`src/rtl/xd_pkg.sv`:
```
package xd_pkg;
   typedef enum logic [1:0] {
      ACC_FETCH = 2'd0,
      ACC_READ  = 2'd1,
      ACC_WRITE = 2'd2,
      ACC_RSVD  = 2'd3
   } acc_kind_e;

   typedef enum logic [1:0] {
      PGM_LEGACY = 2'd0,
      PGM_PAE    = 2'd1,
      PGM_LONG   = 2'd2,
      PGM_OFF    = 2'd3
   } pg_mode_e;

   typedef enum logic [1:0] {
      WHY_NONE  = 2'd0,
      WHY_PRIV  = 2'd1,
      WHY_WPROT = 2'd2,
      WHY_NOX   = 2'd3
   } fault_why_e;

   function automatic logic mode_has_nox(input pg_mode_e m);
      return (m == PGM_PAE) || (m == PGM_LONG);
   endfunction
endpackage

```
`src/rtl/xd_ctrl_reg.sv`:
```
module xd_ctrl_reg #(
   parameter int REG_W   = 64,
   parameter int SCE_BIT = 0,
   parameter int LME_BIT = 8,
   parameter int LMA_BIT = 10,
   parameter int NXE_BIT = 11
) (
   input  logic             clk,
   input  logic             rst_n,
   input  logic             cap_reg,
   input  logic             cap_xd,
   input  logic             lm_active,
   input  logic             wr_en,
   input  logic [REG_W-1:0] wr_data,
   output logic             gp,
   output logic [REG_W-1:0] rd_data,
   output logic             nxe_on
);
   localparam logic [REG_W-1:0] ONE      = {{(REG_W-1){1'b0}}, 1'b1};
   localparam logic [REG_W-1:0] WR_MASK  = (ONE << SCE_BIT) | (ONE << LME_BIT) | (ONE << NXE_BIT);
   localparam logic [REG_W-1:0] RO_MASK  = ONE << LMA_BIT;
   localparam logic [REG_W-1:0] RSV_MASK = ~(WR_MASK | RO_MASK);

   if (REG_W < 12) begin : g_bad_width
      $error("xd_ctrl_reg: REG_W must hold every defined bit");
   end
   if (SCE_BIT == LME_BIT || LME_BIT == LMA_BIT || LMA_BIT == NXE_BIT ||
       SCE_BIT == NXE_BIT || SCE_BIT == LMA_BIT || LME_BIT == NXE_BIT) begin : g_bad_bits
      $error("xd_ctrl_reg: field positions must be distinct");
   end

   logic             rsv_hit;
   logic             nxe_refused;
   logic             accept;
   logic [REG_W-1:0] view;

   assign rsv_hit     = |(wr_data & RSV_MASK);
   assign nxe_refused = wr_data[NXE_BIT] & ~cap_xd;
   assign gp          = wr_en & (~cap_reg | rsv_hit | nxe_refused);
   assign accept      = wr_en & ~gp;

   for (genvar b = 0; b < REG_W; b++) begin : g_bit
      if (WR_MASK[b]) begin : g_store
         logic q;
         always_ff @(posedge clk or negedge rst_n) begin
            if (!rst_n)      q <= 1'b0;
            else if (accept) q <= wr_data[b];
         end
         assign view[b] = q;
      end else if (b == LMA_BIT) begin : g_status
         assign view[b] = lm_active;
      end else begin : g_zero
         assign view[b] = 1'b0;
      end
   end

   assign rd_data = cap_reg ? view : '0;
   assign nxe_on  = view[NXE_BIT];
endmodule

```
`src/rtl/xd_perm_check.sv`:
```
module xd_perm_check
   import xd_pkg::*;
#(
   parameter bit SUP_WP = 1'b1
) (
   input  logic [1:0] acc_kind,
   input  logic       acc_user,
   input  logic       pg_user,
   input  logic       pg_writable,
   input  logic       pg_nox,
   input  logic [1:0] pg_mode,
   input  logic       nxe_on,
   output logic       fault,
   output logic [1:0] reason
);
   acc_kind_e  kind;
   pg_mode_e   mode;
   logic       priv_hit;
   logic       wp_hit;
   logic       nox_hit;
   fault_why_e why;

   assign kind     = acc_kind_e'(acc_kind);
   assign mode     = pg_mode_e'(pg_mode);
   assign priv_hit = acc_user & ~pg_user;
   assign nox_hit  = (kind == ACC_FETCH) & pg_nox & nxe_on & mode_has_nox(mode);

   if (SUP_WP) begin : g_wp_all
      assign wp_hit = (kind == ACC_WRITE) & ~pg_writable;
   end else begin : g_wp_user
      assign wp_hit = (kind == ACC_WRITE) & ~pg_writable & acc_user;
   end

   always_comb begin
      why = WHY_NONE;
      if (priv_hit)     why = WHY_PRIV;
      else if (wp_hit)  why = WHY_WPROT;
      else if (nox_hit) why = WHY_NOX;
   end

   assign reason = why;
   assign fault  = (why != WHY_NONE);
endmodule

```
`src/rtl/xd_page_guard.sv`:
```
module xd_page_guard #(
   parameter int REG_W   = 64,
   parameter int SCE_BIT = 0,
   parameter int LME_BIT = 8,
   parameter int LMA_BIT = 10,
   parameter int NXE_BIT = 11,
   parameter bit SUP_WP  = 1'b1
) (
   input  logic             clk,
   input  logic             rst_n,
   input  logic [1:0]       acc_kind,
   input  logic             acc_user,
   input  logic             pg_user,
   input  logic             pg_writable,
   input  logic             pg_nox,
   input  logic [1:0]       pg_mode,
   input  logic             cap_reg,
   input  logic             cap_xd,
   input  logic             lm_active,
   input  logic             wr_en,
   input  logic [REG_W-1:0] wr_data,
   output logic             pf,
   output logic [1:0]       pf_reason,
   output logic             gp,
   output logic [REG_W-1:0] rd_data
);
   logic nxe_on;

   xd_ctrl_reg #(
      .REG_W(REG_W), .SCE_BIT(SCE_BIT), .LME_BIT(LME_BIT),
      .LMA_BIT(LMA_BIT), .NXE_BIT(NXE_BIT)
   ) u_reg (
      .clk(clk), .rst_n(rst_n), .cap_reg(cap_reg), .cap_xd(cap_xd),
      .lm_active(lm_active), .wr_en(wr_en), .wr_data(wr_data),
      .gp(gp), .rd_data(rd_data), .nxe_on(nxe_on)
   );

   xd_perm_check #(.SUP_WP(SUP_WP)) u_chk_perm (
      .acc_kind(acc_kind), .acc_user(acc_user), .pg_user(pg_user),
      .pg_writable(pg_writable), .pg_nox(pg_nox), .pg_mode(pg_mode),
      .nxe_on(nxe_on), .fault(pf), .reason(pf_reason)
   );
endmodule

```
`config.mk`:
```
export PLATFORM = sky130hd
export DESIGN_NAME = xd_page_guard
export DESIGN_NICKNAME = d
export VERILOG_FILES = /design/src/rtl/xd_pkg.sv /design/src/rtl/xd_ctrl_reg.sv /design/src/rtl/xd_perm_check.sv /design/src/rtl/xd_page_guard.sv
export SDC_FILE = /design/constraint.sdc
export NUM_CORES = 1
export LEC_CHECK = 0
export BUFFER_PORTS_ARGS = -buffer_cell sky130_fd_sc_hd__buf_2
export CAP_MARGIN = 5
export CORE_UTILIZATION = 24
export DETAILED_ROUTE_END_ITERATION = 6
export PLACE_DENSITY = 0.77
export SYNTH_ARGS = -nofsm -noshare
export SYNTH_HDL_FRONTEND = slang
export SYNTH_HIERARCHICAL = 1
export SYNTH_SLANG_ARGS = --single-unit
```
`constraint.sdc`:
```
create_clock -name clk -period 1.14 [get_ports clk]
set_clock_uncertainty 0.15 [all_clocks]
set_input_delay 0.228 -clock clk [delete_from_list [all_inputs] [get_ports clk]]
set_output_delay 0.228 -clock clk [all_outputs]
set_load 0.005 [all_outputs]
```
==> flow_summary.ini <==
[route]
drt-wirelength-per-cell_um = 9.50
ant_nets = 0
drt_iter0_drc = 2
viasPerCell = 3.72
drcViolationCount = 0
first_pass_iters = 2
vias = 907
wl_um = 2320

[power]
p_per_area_nw_per_um2 = 432
worst_ir_drop_vdd_mv = 0.258
power_leakage_nw = 0.733

[job]
maxCapViolCount = 0

[worst_setup_path]
cp.depth = 6
crit_slowest_cell = nor4_1
crit_arrival_ns = 1.16
worstReg2RegStart = u_reg/nxe_on$_DFFE_PN0P_
critical-path-top-delay-family = simple AND/OR/NAND/NOR gates
rr_worst_depth = 2
endpoint = gp
crit_type = input pin to output port
path_common_cell = buf_2
cp-end-kind = output port
regToRegSetupSlack_ns = 0.08
cp_max_fo = 2
crit_path_start = wr_data[13]
worstPathRequired_ns = 0.76
critPathBufInv = 2
r2r-end = u_reg/nxe_on$_DFFE_PN0P_
worstPathCellList = buf_2 > nor4_1 > nand4_1 > nor2_2 > a21boi_1 > buf_2
startpoint_type = input pin
max_stage_delay_ns = 0.31

[yosys]
synth-seq-cells = 3
syn_area_per_cell_um2 = 7.61
ys.flop_type = dfrtp_1
postSynthCellCount = 106
yosysWarnings = 6
synth_area_um2 = 807
synthArstFlopShare_pct = 100
ys_seq_area_share_pct = 9.30
synth-edff-count = 0
yosysUniqueCellTypes = 19

[timing]
setup_viol = 10
fin_crit_ns = 1.54
timing.fmax_mhz = 650
rsz0062_at_grt = yes
whs_ns = 0.0941
hold_viol = 0
fin_ws_ns = -0.399
period_share_pct = 135
slew_violations = 0

[finish]
nFillCells = 359
layout-area-overhead-vs-synth_pct = 58.5
design_area_um2 = 1280
nNetsFinal = 279
drive_gt1_share_pct = 55.0
final_core_util_pct = 40.9
antenna_cells = 0
instances_no_fill = 244

[worst_hold_path]
holdCritPathClass = input pin to register

[clock_tree]
cts_made_buffers = 3
cts-root-buf = clkbuf_4
cts_sinks = 3
clk_latency_ns = 0.23
cts_tree = yes
clk_pin_slew_worst_paths_ns = 0.04
cts_max_level = 1
clock_path_buffers = 2

[die]
floorplan.die_area_um2 = 3600
fp.dieH_um = 60.0
core-area_um2 = 3130
rows = 20
die_w_um = 60.0
io_pins = 146
start_util_pct = 25.8

[grt]
grt_pass1_vias = 731
grt_pass1_wl_um = 3030
grt_max_degree = 5
antenna_found_initial = 0
globalRouteOverflowTotal = 0
track_usage_pct = 11.3

[place]
dp_cells = 235
numPortBuffers = 84
place_congestion = 0.629
dpl-instance-area_um2 = 1080
hpwl_um = 1910

[run_status]
outcome = finished with violations
violations = setup timing
## worst register-to-register path: cells and delay by family, from the launching register on
kind / cells / cell delay, ns
mux: 1 / 0.25
flops: 1 / 0.39
buf+inv: 1 / 0.14
## state kept, by name, summed over array words and instances (netlist names)
signal                 flops
u_reg/nxe_on               1
u_reg/g_bit.g_store.q      2
## layout make-up
| type | instances | area (um^2) | area share [%] |
|---|---|---|---|
| well taps | 44 | 55.1 | 4.31 |
| repair buffers | 91 | 526 | 41.1 |
| clock buffers | 4 | 26.3 | 2.05 |
| multi-input cells | 102 | 597 | 46.7 |
| flip-flops and latches | 3 | 75.1 | 5.87 |
## cell families after synthesis
family          Yosys count  synth area share, %
compound gates            2                 1.86
xor+xnor                  1                 1.09
buf+inv                  60                 55.8
flops                     3                 9.30
mux                       3                 4.19
other cells               1                0.465
simple gates             36                 27.3
## worst min path at each step
| stage | cells past startpoint | from | slack (ns) | end |
|---|---|---|---|---|
| 3_3_place_gp | 1 | rst_n | -0.12 | u_reg/nxe_on$_DFFE_PN0P_ |
| 6_report | 2 | wr_data[8] | 0.09 | u_reg/g_bit[8].g_store.q$_DFFE_PN0P_ |
| 4_1_cts | 2 | wr_data[8] | 0.09 | u_reg/g_bit[8].g_store.q$_DFFE_PN0P_ |
| 3_5_place_dp | 1 | rst_n | -0.12 | u_reg/g_bit[8].g_store.q$_DFFE_PN0P_ |
| 5_1_grt | 2 | wr_data[8] | 0.08 | u_reg/g_bit[8].g_store.q$_DFFE_PN0P_ |
| 2_1_floorplan | 0 | rst_n | -0.22 | u_reg/g_bit[0].g_store.q$_DFFE_PN0P_ |
## layer usage
metal	vias to the layer above	global-route usage (%)	share of wire, %
met3	0	2.16	8.6
met4	0	1.99	0
met2	73	22.1	59
met1	402	12.5	33
met5	-	0	0
li1	432	-	-
## metrics by stage
step,worst slack (ns),setup TNS [ns],power (mW)
3_5_place_dp,-0.688,-2.87,0.331
3_3_place_gp,-0.630,-2.72,0.328
2_1_floorplan,-0.326,-1.10,0.329
5_1_grt,-0.475,-3.01,0.612
4_1_cts,-0.481,-2.72,0.537
6_report,-0.399,-2.47,0.552
## repair_timing
| action | 4_1_cts | 5_1_grt |
|---|---|---|
| setup buffers | 4 | 0 |
| resized for setup | 11 | 13 |
| endpoints found under the hold margin | 3 | 0 |
| pin swaps | 11 | 7 |
| setup endpoints to repair | 10 | 10 |
| hold buffers | 1 | 0 |
## report_power, final
group          switching, mW  total (mW)  internal (mW)  leakage [nW]
Sequential                 0       0.107          0.107        0.0419
Combinational          0.124       0.262          0.138         0.676
Clock                 0.0526       0.184          0.131        0.0150
## Yosys cell counts (all sizes together) (2+ instances only)
cell type / number / area, um^2
nor4: 13 / 87.6
nand2: 3 / 11.3
dfrtp: 3 / 75.1
and2: 4 / 25.0
a21boi: 2 / 15.0
nand2b: 2 / 12.5
buf: 60 / 450
nor2: 4 / 15.0
mux2: 3 / 33.8
nand3: 3 / 20.0
nand4: 4 / 25.0
nor3: 2 / 15.0
## placed cells by master (no fill, tap or decap)
cell type	netlist	final
nand4_1	4	4
nand2_1	3	3
nor3_2	1	1
nor4_4	0	2
clkbuf_4	0	3
mux2_4	0	3
clkbuf_1	0	1
dfrtp_1	3	3
nor4_1	12	4
nor2_1	4	3
nor4b_1	1	1
a21boi_1	1	2
nand3_4	0	1
conb_1	1	60
buf_4	60	6
nand2b_1	2	2
and2_1	4	2
nand3_1	2	2
and2_4	0	2
dlygate4sd3_1	0	1
nor3_1	1	1
nor2_2	0	1
buf_6	0	8
nor4_2	1	7
xor2_1	1	1
buf_2	0	76
Note: power is estimated with default switching activity, not from simulation.
